==> config.mk <==
export PLATFORM = sky130hd
export DESIGN_NAME = fcodec_top
export DESIGN_NICKNAME = d
export VERILOG_FILES = /design/src/rtl/fcodec_pkg.sv /design/src/rtl/fcodec_tx.sv /design/src/rtl/fcodec_rx_frame.sv /design/src/rtl/fcodec_rx_vote.sv /design/src/rtl/fcodec_top.sv
export SDC_FILE = /design/constraint.sdc
export NUM_CORES = 1
export LEC_CHECK = 0
export ABC_AREA = 1
export BUFFER_PORTS_ARGS = -buffer_cell sky130_fd_sc_hd__buf_4
export CAP_MARGIN = 15
export CORE_MARGIN = 10
export CORE_UTILIZATION = 51
export CTS_CLUSTER_SIZE = 8
export DETAILED_ROUTE_END_ITERATION = 8
export GPL_ROUTABILITY_DRIVEN = 1
export PLACE_DENSITY = 0.79
export SKIP_CTS_REPAIR_TIMING = 1
export SLEW_MARGIN = 25
export SYNTH_ARGS = -nofsm -noshare
export SYNTH_HDL_FRONTEND = slang
export SYNTH_SLANG_ARGS = --single-unit
export TNS_END_PERCENT = 50
==> constraint.sdc <==
create_clock -name clk -period 3.17 [get_ports clk]
set_input_delay 0.317 -clock clk [delete_from_list [all_inputs] [get_ports clk]]
set_output_delay 0.317 -clock clk [all_outputs]
set_load 0.01 [all_outputs]
==> src/rtl/fcodec_pkg.sv <==
package fcodec_pkg;

    localparam int SPB       = 16;                 // samples per slow bit
    localparam int DBITS     = 8;                  // data bits per frame
    localparam int CENTRE    = 8;                  // samples voted per bit
    localparam int VOTE_MIN  = CENTRE / 2 + 1;     // strict majority
    localparam int CLO       = (SPB - CENTRE) / 2; // first voted sample bit
    localparam int CHI       = CLO + CENTRE - 1;   // last voted sample bit
    localparam int TX_WORDS  = DBITS + 2;          // start + data + stop
    localparam int RX_WORDS  = DBITS + 1;          // start + data

    typedef logic [SPB-1:0]   word_t;
    typedef logic [DBITS-1:0] byte_t;

    function automatic word_t bit_to_word(input logic b);
        return {SPB{b}};
    endfunction

    function automatic logic centre_vote(input word_t w);
        int ones;
        ones = 0;
        for (int i = CLO; i <= CHI; i++) ones += int'(w[i]);
        return ones >= VOTE_MIN;
    endfunction

endpackage

==> src/rtl/fcodec_tx.sv <==
module fcodec_tx
    import fcodec_pkg::*;
(
    input  logic  clk,
    input  logic  rst,
    input  byte_t byte_i,
    input  logic  byte_valid_i,
    output logic  byte_ready_o,
    output word_t word_o,
    output logic  word_valid_o,
    input  logic  word_ready_i
);
    localparam int IW = $clog2(TX_WORDS);
    localparam logic [IW-1:0] LAST = IW'(TX_WORDS - 1);

    logic          busy;
    logic [IW-1:0] idx;
    byte_t         sh;

    assign byte_ready_o = !busy;
    assign word_valid_o = busy;

    always_comb begin
        if (idx == '0)       word_o = '0;
        else if (idx == LAST) word_o = '1;
        else                  word_o = bit_to_word(sh[0]);
    end

    always_ff @(posedge clk) begin
        if (rst) begin
            busy <= 1'b0;
            idx  <= '0;
            sh   <= '0;
        end else if (!busy) begin
            if (byte_valid_i) begin
                busy <= 1'b1;
                idx  <= '0;
                sh   <= byte_i;
            end
        end else if (word_ready_i) begin
            if (idx == LAST) busy <= 1'b0;
            else             idx  <= idx + 1'b1;
            if (idx != '0)   sh   <= sh >> 1;
        end
    end

    assert_tx_hold_R3: assert property (@(posedge clk) disable iff (rst)
        (word_valid_o && !word_ready_i) |=> (word_valid_o && $stable(word_o)));

    assert_tx_start_R1: assert property (@(posedge clk) disable iff (rst)
        $rose(word_valid_o) |-> (word_o == '0));

    assert_tx_stop_R1: assert property (@(posedge clk) disable iff (rst)
        $fell(word_valid_o) |-> ($past(word_o) == '1));

    assert_tx_level_R2: assert property (@(posedge clk) disable iff (rst)
        word_valid_o |-> (word_o == '0 || word_o == '1));

endmodule

==> src/rtl/fcodec_rx_frame.sv <==
module fcodec_rx_frame
    import fcodec_pkg::*;
(
    input  logic                       clk,
    input  logic                       rst,
    input  logic                       line_i,
    input  logic                       sample_en_i,
    output word_t                      word_o,
    output logic                       word_valid_o,
    output logic [$clog2(DBITS)-1:0]   bit_idx_o,
    output logic                       last_o
);
    localparam int SW = $clog2(SPB);
    localparam int WW = $clog2(RX_WORDS);
    localparam int BW = $clog2(DBITS);

    logic          prev;
    logic          active;
    logic [SW-1:0] spos;
    logic [WW-1:0] widx;
    word_t         sh;
    word_t         full;
    logic          word_done;

    assign full         = {sh[SPB-2:0], line_i};
    assign word_done    = active && sample_en_i && (spos == SW'(SPB - 1));
    assign word_valid_o = word_done && (widx != '0);
    assign word_o       = full;
    assign bit_idx_o    = BW'(widx - 1'b1);
    assign last_o       = (widx == WW'(DBITS));

    always_ff @(posedge clk) begin
        if (rst) begin
            prev   <= 1'b1;
            active <= 1'b0;
            spos   <= '0;
            widx   <= '0;
            sh     <= '0;
        end else if (sample_en_i) begin
            prev <= line_i;
            if (active) begin
                sh   <= full;
                spos <= (spos == SW'(SPB - 1)) ? '0 : spos + 1'b1;
                if (word_done) begin
                    widx <= widx + 1'b1;
                    if (widx == WW'(DBITS)) active <= 1'b0;
                end
            end else if (prev && !line_i) begin
                active <= 1'b1;
                spos   <= SW'(1);
                widx   <= '0;
                sh     <= '0;
            end
        end
    end

    assert_rx_edge_R4: assert property (@(posedge clk) disable iff (rst)
        $rose(active) |-> ($past(prev) && !$past(line_i) && $past(sample_en_i)));

    assert_rx_busy_R8: assert property (@(posedge clk) disable iff (rst)
        (active && !(word_done && last_o)) |=> active);

    assert_rx_gate_R10: assert property (@(posedge clk) disable iff (rst)
        !sample_en_i |=> ($stable(spos) && $stable(active) && $stable(widx)));

endmodule

==> src/rtl/fcodec_rx_vote.sv <==
module fcodec_rx_vote
    import fcodec_pkg::*;
(
    input  logic                     clk,
    input  logic                     rst,
    input  word_t                    word_i,
    input  logic                     word_valid_i,
    input  logic [$clog2(DBITS)-1:0] bit_idx_i,
    input  logic                     last_i,
    output byte_t                    byte_o,
    output logic                     valid_o
);
    byte_t acc;
    byte_t nxt;

    always_comb begin
        nxt            = acc;
        nxt[bit_idx_i] = centre_vote(word_i);
    end

    always_ff @(posedge clk) begin
        if (rst) begin
            acc     <= '0;
            byte_o  <= '0;
            valid_o <= 1'b0;
        end else begin
            valid_o <= 1'b0;
            if (word_valid_i) begin
                acc <= nxt;
                if (last_i) begin
                    byte_o  <= nxt;
                    valid_o <= 1'b1;
                end
            end
        end
    end

    assert_rx_pulse_R7: assert property (@(posedge clk) disable iff (rst)
        valid_o |=> !valid_o);

endmodule

==> src/rtl/fcodec_top.sv <==
module fcodec_top
    import fcodec_pkg::*;
(
    input  logic        clk,
    input  logic        rst,
    input  logic [7:0]  tx_byte,
    input  logic        tx_valid,
    output logic        tx_ready,
    output logic [15:0] txw_data,
    output logic        txw_valid,
    input  logic        txw_ready,
    input  logic        rx_line,
    input  logic        rx_sample_en,
    output logic [7:0]  rx_byte,
    output logic        rx_valid
);
    word_t                    rw_word;
    logic                     rw_valid;
    logic [$clog2(DBITS)-1:0] rw_idx;
    logic                     rw_last;

    fcodec_tx u_tx (
        .clk          (clk),
        .rst          (rst),
        .byte_i       (tx_byte),
        .byte_valid_i (tx_valid),
        .byte_ready_o (tx_ready),
        .word_o       (txw_data),
        .word_valid_o (txw_valid),
        .word_ready_i (txw_ready)
    );

    fcodec_rx_frame u_rx_frame (
        .clk          (clk),
        .rst          (rst),
        .line_i       (rx_line),
        .sample_en_i  (rx_sample_en),
        .word_o       (rw_word),
        .word_valid_o (rw_valid),
        .bit_idx_o    (rw_idx),
        .last_o       (rw_last)
    );

    fcodec_rx_vote u_rx_vote (
        .clk          (clk),
        .rst          (rst),
        .word_i       (rw_word),
        .word_valid_i (rw_valid),
        .bit_idx_i    (rw_idx),
        .last_i       (rw_last),
        .byte_o       (rx_byte),
        .valid_o      (rx_valid)
    );

    assert_reset_R9: assert property (@(posedge clk)
        $past(rst) |-> (tx_ready && !txw_valid && !rx_valid));

endmodule

==> impl_metrics.yaml <==
detailed_routing:
  drc_errors: 0
  final_antenna_net_count: 0
  wl_um: 5740
  wl_per_cell_um: 11.55
  dr.pass1.iters: 4
  vias: 2487
  via_per_inst: 5.004
  drt_first_iter_violations: 134
clock_network:
  cts_tree: "built"
  clock_path_buffers: 2
  path_clk_slew_ns: 0.10
  cts.sinks: 51
  cts-root-buf: "clkbuf_8"
  ctsHtreeMaxLevel: 2
  clk_latency_ns: 0.31
  numCtsBuffers: 5
global_routing:
  antenna_found_initial: 0
  gr-total-overflow: 0
  grt_usage: 0.1337
  grt_pass1_wl_um: 9956
  grt_start_max_net_pins: 31
  grt_pass1_vias: 2321
worst_setup_path:
  r2r-end: "u_rx_vote.acc[2]$_SDFFE_PP0P_"
  worstSetupPathDepth: 15
  worst_path_most_repeated_cell: "inv_1"
  reg2reg_depth: 15
  crit_required_ns: 3.38
  path_cells: "fa_1 -> inv_1 -> fa_1 -> fa_2 -> fa_1 -> inv_1 -> ha_1 -> inv_1 -> nand2_1 -> nand3_2 -> nand2_4 -> nand2_2 -> nand3_1 -> nand2_1 -> inv_1"
  cp-start-kind: "flip-flop"
  path_delay_family: "adder cells"
  crit_fanout: 8
  cp-end-kind: "flip-flop"
  cp_slowest_stage_delay_ns: 0.53
  crit_buf_inv: 4
  slowest_stage: "fa_1"
  reg2reg_slack_ns: -0.003
  timing.rr.start: "u_rx_frame.sh[3]$_SDFFE_PP0P_"
  path_class: "reg2reg"
  cp_data_arrival_time_ns: 3.38
synth:
  ys_top_cells_by_area: "dfxtp_1, nand2_1, nand3_1, nor2_1, inv_1"
  synth_top_area_cell: "dfxtp_1"
  synthCells: 402
  ys_ff_latch: 51
  ys_seq_area_frac: 0.3721
  synth_top_area_share: 0.3721
  netlist_area_sq_mm: 0.002744
  synth_flop_cell: "dfxtp_1"
  ys_async_sr_fraction: 0
  synth_fp_nets: 428
  syn_area_per_cell_sq_um: 6.826
  yosys_warnings: 0
  synth_edf_count: 0
  ys_types: 25
cells_and_area:
  instances_no_fill: 497
  syn2layout_area_growth_pct: 14.68
  n_fill_cell: 488
  num_antenna_cells: 0
  nets: 452
  drive_gt1_frac: 0.1803
sta:
  rsz0062_at_grt: "yes"
  timing.final.crit_share: 1.001
  clock_skew_ns: 0.01069
  slew_viol_final: 0
  relSlewSlack: 0.6038
  fmax_mhz: 315.2
  finalHoldViolations: 0
  tightest_slew_ns: 0.5937
  fin_ws_ns: -0.002596
  fin_crit_ns: 3.173
  setup_viol: 1
min_path:
  min_from: "txw_ready"
  min_to: "u_tx.word_valid_o$_SDFF_PP0_"
  hold_class: "in2reg"
  whs_path_depth: 4
run_status:
  status: "finished, violations left"
  violations: "negative setup slack"
placement:
  place_inst: 488
  port_buffers: 40
  place.gp.congestion: 0.8541
  dpl.hpwl_um: 4159
  post-place-ws_ns: -0.1208
floorplan:
  die_h_um: 93.35
  rows: 26
  initial_core_util: 0.5305
  die_area_sq_mm: 0.008714
  ioPinCount: 41
  fp.coreArea_sq_mm: 0.005172
  die_w_um: 93.35
power_and_ir_drop:
  power.density_mw_per_mm2: 401.2
  max-vdd-ir-drop_mv: 0.2985
  static-leakage-power_nw: 1.507
job:
  cap_violations: 0
[layout make-up]
| cell class | instances | area (sq um) | share of cell area |
|---|---|---|---|
| multi-input combinational | 283 | 1426 | 0.4533 |
| inverter | 41 | 158.9 | 0.05050 |
| tap | 70 | 87.58 | 0.02783 |
| sequential | 51 | 1022 | 0.3249 |
| clock inverter | 2 | 38.79 | 0.01233 |
| timing repair buffer | 44 | 330.3 | 0.1050 |
| clock buffer | 6 | 82.58 | 0.02624 |
[how the worst max path moves through the flow]
stage,slack (ns),endpoint,start
3_5_place_dp,-0.12,u_rx_vote.acc[2]$_SDFFE_PP0P_,u_rx_frame.sh[3]$_SDFFE_PP0P_
4_1_cts,-0.13,u_rx_vote.acc[2]$_SDFFE_PP0P_,u_rx_frame.sh[3]$_SDFFE_PP0P_
3_3_place_gp,-0.06,u_rx_vote.acc[2]$_SDFFE_PP0P_,u_rx_frame.sh[3]$_SDFFE_PP0P_
6_report,-0.003,u_rx_vote.acc[2]$_SDFFE_PP0P_,u_rx_frame.sh[3]$_SDFFE_PP0P_
5_1_grt,-0.20,u_rx_vote.acc[5]$_SDFFE_PP0P_,u_rx_frame.sh[3]$_SDFFE_PP0P_
2_1_floorplan,0.06,u_rx_vote.acc[6]$_SDFFE_PP0P_,u_rx_frame.sh[3]$_SDFFE_PP0P_
[synthesized netlist by cell type (3+ instances only)]
cell type,n
nand4_1,3
o21ai_0,13
a21oi_1,26
nand2_1,131
ha_1,8
fa_1,4
nor2_1,41
nor2_2,5
inv_1,38
buf_4,15
buf_2,4
dfxtp_1,51
clkbuf_1,7
nand3_1,42
[kinds of logic (layout without fill, tap and decap cells)]
kind of cell / count (synthesis) / after routing / synth area share
compound gates: 40 / 40 / 0.07341
xor+xnor: 1 / 1 / 0.003193
fa+ha+maj: 12 / 12 / 0.06567
buf+inv: 68 / 93 / 0.1199
flops: 51 / 51 / 0.3721
simple gates: 230 / 230 / 0.3657
[where the power goes]
part	switching, mW	leakage, nW	total, mW	internal, mW
logic	0.0672	1.03	0.109	0.0420
clock network	0.222	0.0618	0.481	0.260
registers	0.0150	0.414	0.672	0.657
[through the flow]
stage	util	cell area, sq um	setup TNS, ns	hold slack [ns]	total power [mW]
4_1_cts	0.6004	3105	-1.575	0.2723	1.273
3_3_place_gp	0.5769	2984	-0.6651	0.4489	0.7941
3_5_place_dp	0.5769	2984	-1.571	0.4583	0.7971
2_1_floorplan	-	2744	0	0.4401	0.7619
5_1_grt	0.6084	3147	-2.673	0.2790	1.313
6_report	0.6084	3147	-0.002596	0.2740	1.262
[registers in the layout, summed over array words and instances (netlist names)]
| signal | count |
|---|---|
| u_rx_frame.sh | 11 |
| u_rx_frame.widx | 4 |
| u_tx.idx | 4 |
| u_rx_vote.valid_o | 1 |
| u_rx_vote.byte_o | 8 |
| u_tx.sh | 8 |
| u_rx_frame.active | 1 |
| u_tx.word_valid_o | 1 |
| u_rx_frame.prev | 1 |
| u_rx_frame.spos | 4 |
| u_rx_vote.acc | 8 |
[cells in the final DEF (no fill, tap or decap), types with 3 or more instances in the layout]
master and count:
dfxtp_1 50, buf_4 44, fa_1 3, nand3_1 40, nor2_2 5, nand2_1 125, inv_1 38, ha_1 8
nor2_1 41, nand2_2 6, nand2_4 3, a21oi_1 26, nand4_1 3, clkbuf_8 6, o21ai_0 13
[worst min-delay path, delay by kind of cell]
kind	cells	cell delay, ns
and+or+nand+nor	2	0.10
buffers and inverters	1	0.08
AOI/OAI and AO/OA	1	0.05
[layer usage]
metal  wire length (um)  part of all wire  track usage
met1               2461              0.43       0.1493
met3                441             0.077      0.04077
met5                  0                 0            0
met4                 59             0.010      0.04499
met2               2778              0.48       0.2349
Power figures use the tool's default switching activity.
